<file path="src/rtl/i2creg_pkg.sv">
package i2creg_pkg;

  typedef enum logic [2:0] {
    ST_IDLE, ST_RX, ST_RX_PRE, ST_RX_ACK, ST_TX, ST_TX_ACK
  } bus_st_t;

  typedef enum logic [1:0] {K_ADDR, K_CMD, K_CNT, K_DATA} rx_kind_t;

  function automatic logic [7:0] reg_default(input int unsigned idx);
    return 8'(idx) ^ 8'h5A;
  endfunction

endpackage

</file>
<file path="src/rtl/i2creg_line_sync.sv">
module i2creg_line_sync #(
  parameter int SYNC_STAGES = 2
) (
  input  logic clk,
  input  logic rst_n,
  input  logic scl_i,
  input  logic sda_i,
  output logic scl_lvl,
  output logic sda_lvl,
  output logic scl_rise,
  output logic scl_fall,
  output logic start_evt,
  output logic stop_evt
);
  logic [SYNC_STAGES-1:0] scl_ff, sda_ff;
  logic scl_d, sda_d;

  always_ff @(posedge clk or negedge rst_n) begin
    if (!rst_n) begin
      scl_ff <= '1;
      sda_ff <= '1;
      scl_d  <= 1'b1;
      sda_d  <= 1'b1;
    end else begin
      scl_ff <= {scl_ff[SYNC_STAGES-2:0], scl_i};
      sda_ff <= {sda_ff[SYNC_STAGES-2:0], sda_i};
      scl_d  <= scl_ff[SYNC_STAGES-1];
      sda_d  <= sda_ff[SYNC_STAGES-1];
    end
  end

  assign scl_lvl   = scl_ff[SYNC_STAGES-1];
  assign sda_lvl   = sda_ff[SYNC_STAGES-1];
  assign scl_rise  = scl_lvl & ~scl_d;
  assign scl_fall  = ~scl_lvl & scl_d;
  assign start_evt = scl_lvl & scl_d & sda_d & ~sda_lvl;
  assign stop_evt  = scl_lvl & scl_d & ~sda_d & sda_lvl;
endmodule

</file>
<file path="src/rtl/i2creg_bank.sv">
module i2creg_bank
  import i2creg_pkg::*;
#(
  parameter int NREG   = 128,
  parameter int WIN_LO = 32,
  parameter int WIN_HI = 63,
  parameter int AW     = $clog2(NREG)
) (
  input  logic              clk,
  input  logic              rst_n,
  input  logic              wr_en,
  input  logic [AW-1:0]     wr_addr,
  input  logic [7:0]        wr_data,
  input  logic [AW-1:0]     rd_addr,
  output logic [7:0]        rd_data,
  output logic [NREG*8-1:0] live_flat
);
  localparam int WIN_N = WIN_HI - WIN_LO + 1;
  localparam int WW    = (WIN_N > 1) ? $clog2(WIN_N) : 1;
  localparam logic [AW-1:0] LO_A = AW'(WIN_LO);
  localparam logic [AW-1:0] HI_A = AW'(WIN_HI);

  logic [WIN_N-1:0][7:0] shadow_q;
  logic [WIN_N-1:0]      pend_q;
  logic                  in_win, commit;
  logic [WW-1:0]         win_idx;

  assign in_win  = (wr_addr >= LO_A) && (wr_addr <= HI_A);
  assign commit  = wr_en && !in_win;
  assign win_idx = WW'(wr_addr - LO_A);

  always_ff @(posedge clk or negedge rst_n) begin
    if (!rst_n) begin
      shadow_q <= '0;
      pend_q   <= '0;
    end else if (wr_en) begin
      if (in_win) begin
        shadow_q[win_idx] <= wr_data;
        pend_q[win_idx]   <= 1'b1;
      end else begin
        pend_q <= '0;
      end
    end
  end

  for (genvar g = 0; g < NREG; g++) begin : g_reg
    logic [7:0] r_q;
    if (g >= WIN_LO && g <= WIN_HI) begin : g_staged
      always_ff @(posedge clk or negedge rst_n) begin
        if (!rst_n) r_q <= reg_default(g);
        else if (commit && pend_q[g-WIN_LO]) r_q <= shadow_q[g-WIN_LO];
      end
    end else begin : g_direct
      always_ff @(posedge clk or negedge rst_n) begin
        if (!rst_n) r_q <= reg_default(g);
        else if (wr_en && wr_addr == AW'(g)) r_q <= wr_data;
      end
    end
    assign live_flat[g*8 +: 8] = r_q;
  end

  assign rd_data = live_flat[{rd_addr, 3'b000} +: 8];

  // a write inside the window never reaches the live bank in that cycle
  assert_window_hold_R6: assert property (@(posedge clk) disable iff (!rst_n)
    (wr_en && in_win) |=> $stable(live_flat));
  // the live bank moves only in response to a write
  assert_live_needs_write_R6: assert property (@(posedge clk) disable iff (!rst_n)
    !wr_en |=> $stable(live_flat));
endmodule

</file>
<file path="src/rtl/i2creg_proto.sv">
module i2creg_proto
  import i2creg_pkg::*;
#(
  parameter logic [6:0] DEV_ADDR    = 7'h69,
  parameter int         NREG        = 128,
  parameter int         AW          = $clog2(NREG),
  parameter int         INIT_CYCLES = 512
) (
  input  logic          clk,
  input  logic          rst_n,
  input  logic          scl_lvl,
  input  logic          sda_lvl,
  input  logic          scl_rise,
  input  logic          scl_fall,
  input  logic          start_evt,
  input  logic          stop_evt,
  input  logic [7:0]    rd_data,
  output logic          sda_oe,
  output logic          wr_en,
  output logic [AW-1:0] wr_addr,
  output logic [7:0]    wr_data,
  output logic [AW-1:0] rd_addr
);
  localparam int IW = $clog2(INIT_CYCLES + 1);
  localparam logic [7:0] CNT_B = 8'(NREG);

  bus_st_t       st;
  rx_kind_t      kind;
  logic [IW-1:0] init_cnt;
  logic          init_done;
  logic [2:0]    bitcnt;
  logic [7:0]    sh, txb, left;
  logic [AW-1:0] ptr;
  logic          ack_q, go_tx, byte_mode, byte_used, cnt_first;
  logic          rx_done, data_ok;
  logic [7:0]    rx_byte;

  assign init_done = (init_cnt == IW'(INIT_CYCLES));
  assign rx_byte   = {sh[6:0], sda_lvl};
  assign rx_done   = (st == ST_RX) && scl_rise && (bitcnt == 3'd7);
  assign data_ok   = byte_mode ? !byte_used : (left != 8'd0);
  assign wr_en     = rx_done && (kind == K_DATA) && data_ok;
  assign wr_addr   = ptr;
  assign wr_data   = rx_byte;
  assign rd_addr   = ptr;

  always_ff @(posedge clk or negedge rst_n) begin
    if (!rst_n) begin
      st <= ST_IDLE; kind <= K_ADDR; init_cnt <= '0; bitcnt <= '0;
      sh <= '0; txb <= '0; left <= '0; ptr <= '0; sda_oe <= 1'b0;
      ack_q <= 1'b0; go_tx <= 1'b0; byte_mode <= 1'b0;
      byte_used <= 1'b0; cnt_first <= 1'b0;
    end else begin
      if (!init_done) init_cnt <= init_cnt + 1'b1;
      if (!init_done) begin
        st <= ST_IDLE; sda_oe <= 1'b0;
      end else if (start_evt) begin
        st <= ST_RX; kind <= K_ADDR; bitcnt <= '0; sda_oe <= 1'b0;
      end else if (stop_evt) begin
        st <= ST_IDLE; sda_oe <= 1'b0;
      end else begin
        case (st)
          ST_RX: if (scl_rise) begin
            sh     <= rx_byte;
            bitcnt <= bitcnt + 3'd1;
            if (bitcnt == 3'd7) begin
              st    <= ST_RX_PRE;
              go_tx <= 1'b0;
              ack_q <= 1'b1;
              case (kind)
                K_ADDR: begin
                  if (rx_byte[7:1] != DEV_ADDR) st <= ST_IDLE;
                  else if (rx_byte[0]) begin
                    go_tx <= 1'b1; cnt_first <= !byte_mode;
                  end else kind <= K_CMD;
                end
                K_CMD: begin
                  byte_mode <= rx_byte[7];
                  byte_used <= 1'b0;
                  ptr  <= rx_byte[7] ? rx_byte[AW-1:0] : '0;
                  kind <= rx_byte[7] ? K_DATA : K_CNT;
                end
                K_CNT: begin
                  left <= rx_byte; kind <= K_DATA;
                end
                default: begin
                  ack_q <= data_ok;
                  if (data_ok) begin
                    ptr <= ptr + 1'b1; byte_used <= 1'b1;
                    if (!byte_mode) left <= left - 8'd1;
                  end
                end
              endcase
            end
          end
          ST_RX_PRE: if (scl_fall) begin
            sda_oe <= ack_q; st <= ST_RX_ACK;
          end
          ST_RX_ACK: if (scl_fall) begin
            sda_oe <= 1'b0;
            bitcnt <= '0;
            if (!ack_q) st <= ST_IDLE;
            else if (go_tx) begin
              st <= ST_TX;
              if (cnt_first) begin
                txb <= CNT_B; sda_oe <= ~CNT_B[7];
              end else begin
                txb <= rd_data; sda_oe <= ~rd_data[7]; ptr <= ptr + 1'b1;
              end
            end else st <= ST_RX;
          end
          ST_TX: if (scl_fall) begin
            if (bitcnt == 3'd7) begin
              sda_oe <= 1'b0; st <= ST_TX_ACK;
            end else begin
              bitcnt <= bitcnt + 3'd1;
              sda_oe <= ~txb[6];
              txb    <= {txb[6:0], 1'b0};
            end
          end
          ST_TX_ACK: begin
            if (scl_rise) ack_q <= ~sda_lvl;
            if (scl_fall) begin
              if (ack_q) begin
                st <= ST_TX; bitcnt <= '0;
                txb <= rd_data; sda_oe <= ~rd_data[7]; ptr <= ptr + 1'b1;
              end else st <= ST_IDLE;
            end
          end
          default: ;
        endcase
      end
    end
  end

  assert_oe_scl_low_R10: assert property (@(posedge clk) disable iff (!rst_n)
    !$stable(sda_oe) |-> !scl_lvl);
  assert_quiet_init_R8: assert property (@(posedge clk) disable iff (!rst_n)
    !init_done |-> !sda_oe);
  assert_read_no_write_R5: assert property (@(posedge clk) disable iff (!rst_n)
    (st == ST_TX || st == ST_TX_ACK) |-> !wr_en);
  assert_idle_no_drive_R1: assert property (@(posedge clk) disable iff (!rst_n)
    (st == ST_IDLE && $past(st) == ST_IDLE) |-> !sda_oe);
endmodule

</file>
<file path="src/rtl/cfg_i2c_slave.sv">
module cfg_i2c_slave #(
  parameter logic [6:0] DEV_ADDR    = 7'h69,
  parameter int         NREG        = 128,
  parameter int         WIN_LO      = 32,
  parameter int         WIN_HI      = 63,
  parameter int         INIT_CYCLES = 512,
  parameter int         SYNC_STAGES = 2
) (
  input  logic              clk,
  input  logic              rst_n,
  input  logic              scl_i,
  input  logic              sda_i,
  output logic              sda_oe,
  output logic [NREG*8-1:0] cfg_regs
);
  localparam int AW = $clog2(NREG);

  logic scl_lvl, sda_lvl, scl_rise, scl_fall, start_evt, stop_evt;
  logic wr_en;
  logic [AW-1:0] wr_addr, rd_addr;
  logic [7:0] wr_data, rd_data;

  i2creg_line_sync #(.SYNC_STAGES(SYNC_STAGES)) u_sync (
    .clk(clk), .rst_n(rst_n), .scl_i(scl_i), .sda_i(sda_i),
    .scl_lvl(scl_lvl), .sda_lvl(sda_lvl), .scl_rise(scl_rise),
    .scl_fall(scl_fall), .start_evt(start_evt), .stop_evt(stop_evt));

  i2creg_proto #(.DEV_ADDR(DEV_ADDR), .NREG(NREG), .AW(AW),
                 .INIT_CYCLES(INIT_CYCLES)) u_proto (
    .clk(clk), .rst_n(rst_n), .scl_lvl(scl_lvl), .sda_lvl(sda_lvl),
    .scl_rise(scl_rise), .scl_fall(scl_fall), .start_evt(start_evt),
    .stop_evt(stop_evt), .rd_data(rd_data), .sda_oe(sda_oe),
    .wr_en(wr_en), .wr_addr(wr_addr), .wr_data(wr_data), .rd_addr(rd_addr));

  i2creg_bank #(.NREG(NREG), .WIN_LO(WIN_LO), .WIN_HI(WIN_HI), .AW(AW)) u_bank (
    .clk(clk), .rst_n(rst_n), .wr_en(wr_en), .wr_addr(wr_addr),
    .wr_data(wr_data), .rd_addr(rd_addr), .rd_data(rd_data),
    .live_flat(cfg_regs));
endmodule

</file>
<file path="config.mk">
export PLATFORM = sky130hd
export DESIGN_NAME = cfg_i2c_slave
export DESIGN_NICKNAME = d
export VERILOG_FILES = /design/src/rtl/i2creg_pkg.sv /design/src/rtl/i2creg_line_sync.sv /design/src/rtl/i2creg_bank.sv /design/src/rtl/i2creg_proto.sv /design/src/rtl/cfg_i2c_slave.sv
export SDC_FILE = /design/constraint.sdc
export NUM_CORES = 2
export LEC_CHECK = 0
export BUFFER_PORTS_ARGS = -buffer_cell sky130_fd_sc_hd__buf_2
export CAP_MARGIN = 0
export CORE_MARGIN = 2
export CORE_UTILIZATION = 40
export DETAILED_ROUTE_END_ITERATION = 8
export PLACE_DENSITY = 0.63
export SLEW_MARGIN = 5
export SYNTH_ARGS = -nofsm -noshare
export SYNTH_HDL_FRONTEND = slang
export SYNTH_SLANG_ARGS = --single-unit
</file>
<file path="constraint.sdc">
create_clock -name clk -period 5.81 [get_ports clk]
set_input_delay 0.2905 -clock clk [delete_from_list [all_inputs] [get_ports clk]]
set_output_delay 0.2905 -clock clk [all_outputs]
set_load 0.01 [all_outputs]
</file>
# Word level (Yosys, flattened, before mapping)
# Cells that the tools add are included.
# classes
n_addsub	5
n_lt_le_gt_ge	4
eq_ne	139
reduce_logical	168
bitwise_logic	19
n_shift	1
n_mux	88
# op_table
operator	n
variable part select 1024 x 11 -> 8 bit	1
== test 7 bit (second input constant)	64
bitwise mux 256 bit	1
logical AND 1 bit	135
two-way mux 7 bit	18
== test 7 x 5 -> 1 bit (second input constant)	16
two-way mux 3 bit	22
== test 7 x 4 -> 1 bit (second input constant)	8
one-hot mux 7 bit (3 select lines)	2
demux 8 bit (select 5 bit)	1
inequality test 5 bit (second input constant)	7
two-way mux 32 bit	1
OR 32 bit	1
== test 7 x 3 -> 1 bit (second input constant)	4
AND reduction 9 bit	3
two-way mux 8 bit	3
AND reduction 8 bit	3
two-way mux 1 bit	23
inequality test 2 bit (second input constant)	9
inequality test 3 bit (second input constant)	6
two-way mux 2 bit	8
one-hot mux 8 bit (2 select lines)	1
one-hot mux 3 bit (5 select lines)	1
== test 7 x 2 -> 1 bit (second input constant)	2
45 further kinds	84
# word_totals
ff_bits	1371
input_bits	4
out_inout_bits	1025
wordCells	603

# Longest topological paths before layout
# logic_depth
word_depth	10
depth_mapped	12
depth_no_buf	8

# Hierarchy
# A second synthesis with hierarchy kept.
# hier_totals
cells_unflattened	3789
hier_area_um2	61084.8
# by_module_without_submodules
mod	area_each_um2	cells_per_inst	seq_area_each_um2	n_inst
i2creg_bank	57619.0	3442	33392.0	1
i2creg_proto	3275.6	337	1326.3	1
i2creg_line_sync	190.2	10	157.7	1

# Least setup slack after synthesis
# No wires, ideal clock.
# synth_path
path_type	flip-flop to flip-flop
start	register u_proto.ptr[1] (netlist: u_proto.rd_addr[1])
end	register u_bank.g_reg[125].r_q[3]
path_slack_ps	2612
setup_ps	125
n_path_buf	6
t_required_ps	5685
arrival_ps	3073
period_less_slack_ps	3198
stages_incl_launch_ff	12
cell_sequence	dfrtp_1 > buf_2 > buf_2 > buf_2 > buf_2 > buf_2 > inv_1 > ha_1 > clkbuf_1 > nand2_1 > nor2_2 > mux2_2
# synth_between
elab_chain_cells	2
# synth_rtl
item	line	source
from (decl)	i2creg_proto.sv:33	logic [AW-1:0] ptr;
from (signal assigned)	i2creg_proto.sv:80	ptr <= rx_byte[7] ? rx_byte[AW-1:0] : '0;
from (signal assigned)	i2creg_proto.sv:108	txb <= rd_data; sda_oe <= ~rd_data[7]; ptr <= ptr + 1'b1;
from (signal assigned)	i2creg_proto.sv:126	txb <= rd_data; sda_oe <= ~rd_data[7]; ptr <= ptr + 1'b1;
== test 7 bit	i2creg_bank.sv:56	else if (wr_en && wr_addr == AW'(g)) r_q <= wr_data;
logical AND 1 bit	i2creg_bank.sv:56	
to (signal assigned)	i2creg_bank.sv:55	if (!rst_n) r_q <= reg_default(g);
to (signal assigned)	i2creg_bank.sv:56	
to (decl)	i2creg_bank.sv:47	logic [7:0] r_q;
# No other way between the ends.
# A chain may end at the register's enable or synchronous reset.

# Final worst setup path
# layout_path
start	register u_sync.scl_ff[1]
end	register u_bank.g_reg[54].r_q[1]
# layout_between
elab_chain_cells	7
# layout_rtl
item	line	source
from (decl)	i2creg_line_sync.sv:15	logic [SYNC_STAGES-1:0] scl_ff, sda_ff;
from (signal assigned)	i2creg_line_sync.sv:25	scl_ff <= {scl_ff[SYNC_STAGES-2:0], scl_i};
AND 1 bit	i2creg_line_sync.sv:34	assign scl_rise = scl_lvl & ~scl_d;
logical AND 1 bit (2 in a row)	i2creg_proto.sv:40	assign rx_done = (st == ST_RX) && scl_rise && (bitcnt == 3'd7);
logical AND 1 bit (2 in a row)	i2creg_proto.sv:42	assign wr_en = rx_done && (kind == K_DATA) && data_ok;
logical AND 1 bit	i2creg_bank.sv:29	assign commit = wr_en && !in_win;
logical AND 1 bit	i2creg_bank.sv:51	else if (commit && pend_q[g-WIN_LO]) r_q <= shadow_q[g-WIN_LO];
to (signal assigned)	i2creg_bank.sv:50	if (!rst_n) r_q <= reg_default(g);
to (signal assigned)	i2creg_bank.sv:51	
to (decl)	i2creg_bank.sv:47	
# No other way between the ends.

==> reports/qor.csv <==
stage,metric,value,unit
outcome,status,"finished, final reports clean",
power_and_ir_drop,leakagePower,0.0373,uW
grt,grt_pass1_wl,363000,um
floorplan,num_rows,145,
floorplan,die_area,0.160,sq mm
route,drcViolationCount,0,
setup_path,arrival,5.13,ns
synth,synthTopCellsByCount,"mux2_2, dfrtp_1, dfstp_2",
sta,worst_pin_slew,1.38,ns
sta,finalHoldViolCount,0,
sta,period_share,0.765,
setup_path,critPathKind,reg -> reg,
hold_path,min_path_type,in -> async,
setup_path,cp-start-kind,flop,
route,vias,42400,
sta,fmax,225,MHz
place,gp_congestion,0.920,
clock_tree,cts_buffer_depth,3,
power_and_ir_drop,seq_power_share,0.478,
finish,seq_area,0.0349,sq mm
synth,avgSynthCellArea,15.4,sq um
clock_tree,cts_max_level,4,
clock_tree,clk_latency,0.83,ns
sta,finalSetupViolCount,0,
finish,fin_nets,5093,
synth,syn_nets,4085,
synth,synth_cell_types,79,
setup_path,rr_startpoint,u_sync.scl_ff[1],
floorplan,num_io_pins,1029,
synth,synth-seq-cells,1371,
clock_tree,cts.sinks,1371,
finish,nFillCells,13700,
power_and_ir_drop,clkPwrFrac,0.510,
setup_path,setup.worst_path.end_class,flop,
clock_tree,root_buffer,clkbuf_16,
floorplan,start_util,0.402,
floorplan,die_w,400,um
finish,syn_to_final_growth,20.1,%
synth,synthesis.instances,4066,
synth,synth_top_area_frac,0.366,
setup_path,r2r_slack,1.36,ns
grt,grt_usage,0.327,
synth,yosys_warnings,0,
setup_path,rr_worst_depth,7,
grt,grt_pass1_vias,42900,
synth,synth-edff-count,0,
sta,maxSlewHeadroom,0.0774,
synth,synth_top_area_cell,dfrtp_1,
grt,grt_remaining_overflow,0,
setup_path,r2r_end,u_bank.g_reg[54].r_q[1],
synth,ys_async_sr_fraction,1.00,
finish,multi_input_area,0.0264,sq mm
synth,synth.yosys.seq_area_share,0.557,
setup_path,cp_max_fo,33,
floorplan,die_h,400,um
synth,synthTopCellsByArea,"dfrtp_1, mux2_2, dfstp_2",
power_and_ir_drop,swShare,0.226,
sta,slew_violations,0,
route,via_per_inst,5.84,
grt,antenna_found_initial,17,
clock_tree,cts_setup_buffers,0,
route,wire_per_inst,36.4,um
synth,synthesis.area,0.0627,sq mm
power_and_ir_drop,p_sw,4530,uW
setup_path,worstPathRequired,6.50,ns
place,io_buffers,1028,
sta,setup-tns-final,0,ns
route,ant_nets,0,
power_and_ir_drop,p_per_area,266,mW/mm^2
synth,postSynth.topFlopCell,dfrtp_1,
grt,grt_start_max_net_pins,172,
route,wirelength,265000,um
synth,synth.most_common_cell,mux2_2,
route,drtPass1Iterations,5,
place,dp_hpwl,196000,um
clock_tree,numCtsBuffers,153,
power_and_ir_drop,cellInternalPower,15500,uW
sta,fin_skew,0.0371,ns
route,drtIter0Drc,3534,
finish,fin_util,0.483,
floorplan,core_area,0.156,sq mm
sta,grt_setup_unrepaired,no,
clock_tree,cts_tree,done,
power_and_ir_drop,power.share.combinational,0.012,
sta,period_needed,4.45,ns
flow_run,maxCapViolCount,0,
power_and_ir_drop,irDropWorstVdd,0.274,mV
finish,post_route_cells_drive_above_1_share,0.664,
clock_tree,clkTransAtPathRegs,0.06,ns
==> state kept, by name, summed over array words and instances (netlist names), 2 cells and up <==
| name | cells |
|---|---|
| u_bank.g.r_q | 1024 |
| u_bank.pend_q | 32 |
| u_bank.shadow_q | 256 |
| u_proto.bitcnt | 3 |
| u_proto.init_cnt | 10 |
| u_proto.kind | 2 |
| u_proto.left | 8 |
| u_proto.rd_addr | 7 |
| u_proto.sh | 7 |
| u_proto.st | 3 |
| u_proto.txb | 7 |
| u_sync.scl_ff | 2 |
| u_sync.sda_ff | 2 |
==> power by group through the flow <==
| stage | combinational (uW) | clock [uW] | sequential, uW |
|---|---|---|---|
| 4_1_cts | 243 | 10300 | 9580 |
| 6_report | 231 | 10200 | 9580 |
| 3_3_place_gp | 239 | 0 | 9740 |
| 5_1_grt | 268 | 10700 | 9570 |
| 2_1_floorplan | 14.7 | 0 | 9730 |
| 3_5_place_dp | 241 | 0 | 9740 |
==> placed cells by master (no fill, tap or decap), types with 42 or more instances in the layout <==
cell,count
mux2_2,1252
buf_2,1027
dfrtp_1,905
dfstp_2,453
mux4_2,207
clkbuf_16,154
mux2i_1,137
nor2_1,76
nand2_1,71
buf_4,65
a21oi_1,60
a22oi_1,46
nor2_2,45
o21ai_0,45
clkbuf_1,44
mux2_1,42
==> logic make-up after synthesis <==
| kind of cell | Yosys count | synth area share |
|---|---|---|
| fa+ha+maj | 15 | 0.00300 |
| flops | 1371 | 0.557 |
| buf+inv | 281 | 0.0234 |
| compound gates | 292 | 0.0315 |
| simple gates | 445 | 0.0494 |
| xor+xnor | 10 | 0.00140 |
| mux | 1652 | 0.335 |
==> metrics by stage <==
| step | setup slack, ns | hold slack, ns | total power, uW | area [sq um] | instances |
|---|---|---|---|---|---|
| floorplan | 2.61 | -0.00509 | 9750 | 62700 | 4066 |
| global placement | 1.46 | 0.334 | 9980 | 69900 | 6971 |
| detailed placement | 1.47 | 0.339 | 9980 | 69900 | 6974 |
| CTS | 1.45 | 0.0856 | 20200 | 75300 | 7265 |
| global route | 1.25 | 0.0981 | 20600 | 75300 | 7265 |
| finish | 1.36 | 0.0339 | 20000 | 75300 | 7268 |
==> repair_timing <==
action	in CTS	in global routing
hold buffers	3	0
endpoints found under the hold margin	96	0
resized for setup	0	0
==> area by class of cell <==
class | instances | area share
clock inverters | 55 | 0.0108
repair buffers | 1112 | 0.0797
inverters | 22 | 0.00116
flip-flops and latches | 1371 | 0.464
multi-input cells | 2414 | 0.350
well taps | 2058 | 0.0342
diodes | 3 | 0.0000997
clock buffers | 233 | 0.0598
==> metal layers <==
metal / vias to the layer above / GRT usage / routed length [um]
li1: 17200 / - / -
met1: 22900 / 0.424 / 107000
met2: 1874 / 0.516 / 124000
met3: 446 / 0.0908 / 21600
met4: 12 / 0.134 / 12400
met5: - / 0 / 82
==> how the worst max path moves through the flow <==
| stage | endpoint | cells after the start | slack (ns) | startpoint |
|---|---|---|---|---|
| after floorplan | u_bank.g_reg[125].r_q[3] | 11 | 2.61 | u_proto.rd_addr[1] |
| after global placement | u_bank.g_reg[54].r_q[4] | 9 | 1.46 | u_proto.left[1] |
| after detailed placement | u_bank.g_reg[54].r_q[1] | 9 | 1.47 | u_proto.left[0] |
| after CTS | u_bank.g_reg[54].r_q[1] | 9 | 1.45 | u_proto.left[0] |
| after global routing | u_bank.g_reg[54].r_q[1] | 7 | 1.25 | u_sync.scl_ff[1] |
| final | u_bank.g_reg[54].r_q[1] | 7 | 1.36 | u_sync.scl_ff[1] |
==> critical path, cell delays in order (launching register included) <==
cell and delay [ns]:
dfstp_2 0.59, nor2b_1 0.37, and3_1 0.27, and3_1 1.01, o31a_2 0.81, buf_4 0.57
nand2_2 0.28, mux2_2 0.35
Power figures use the tool's default switching activity.
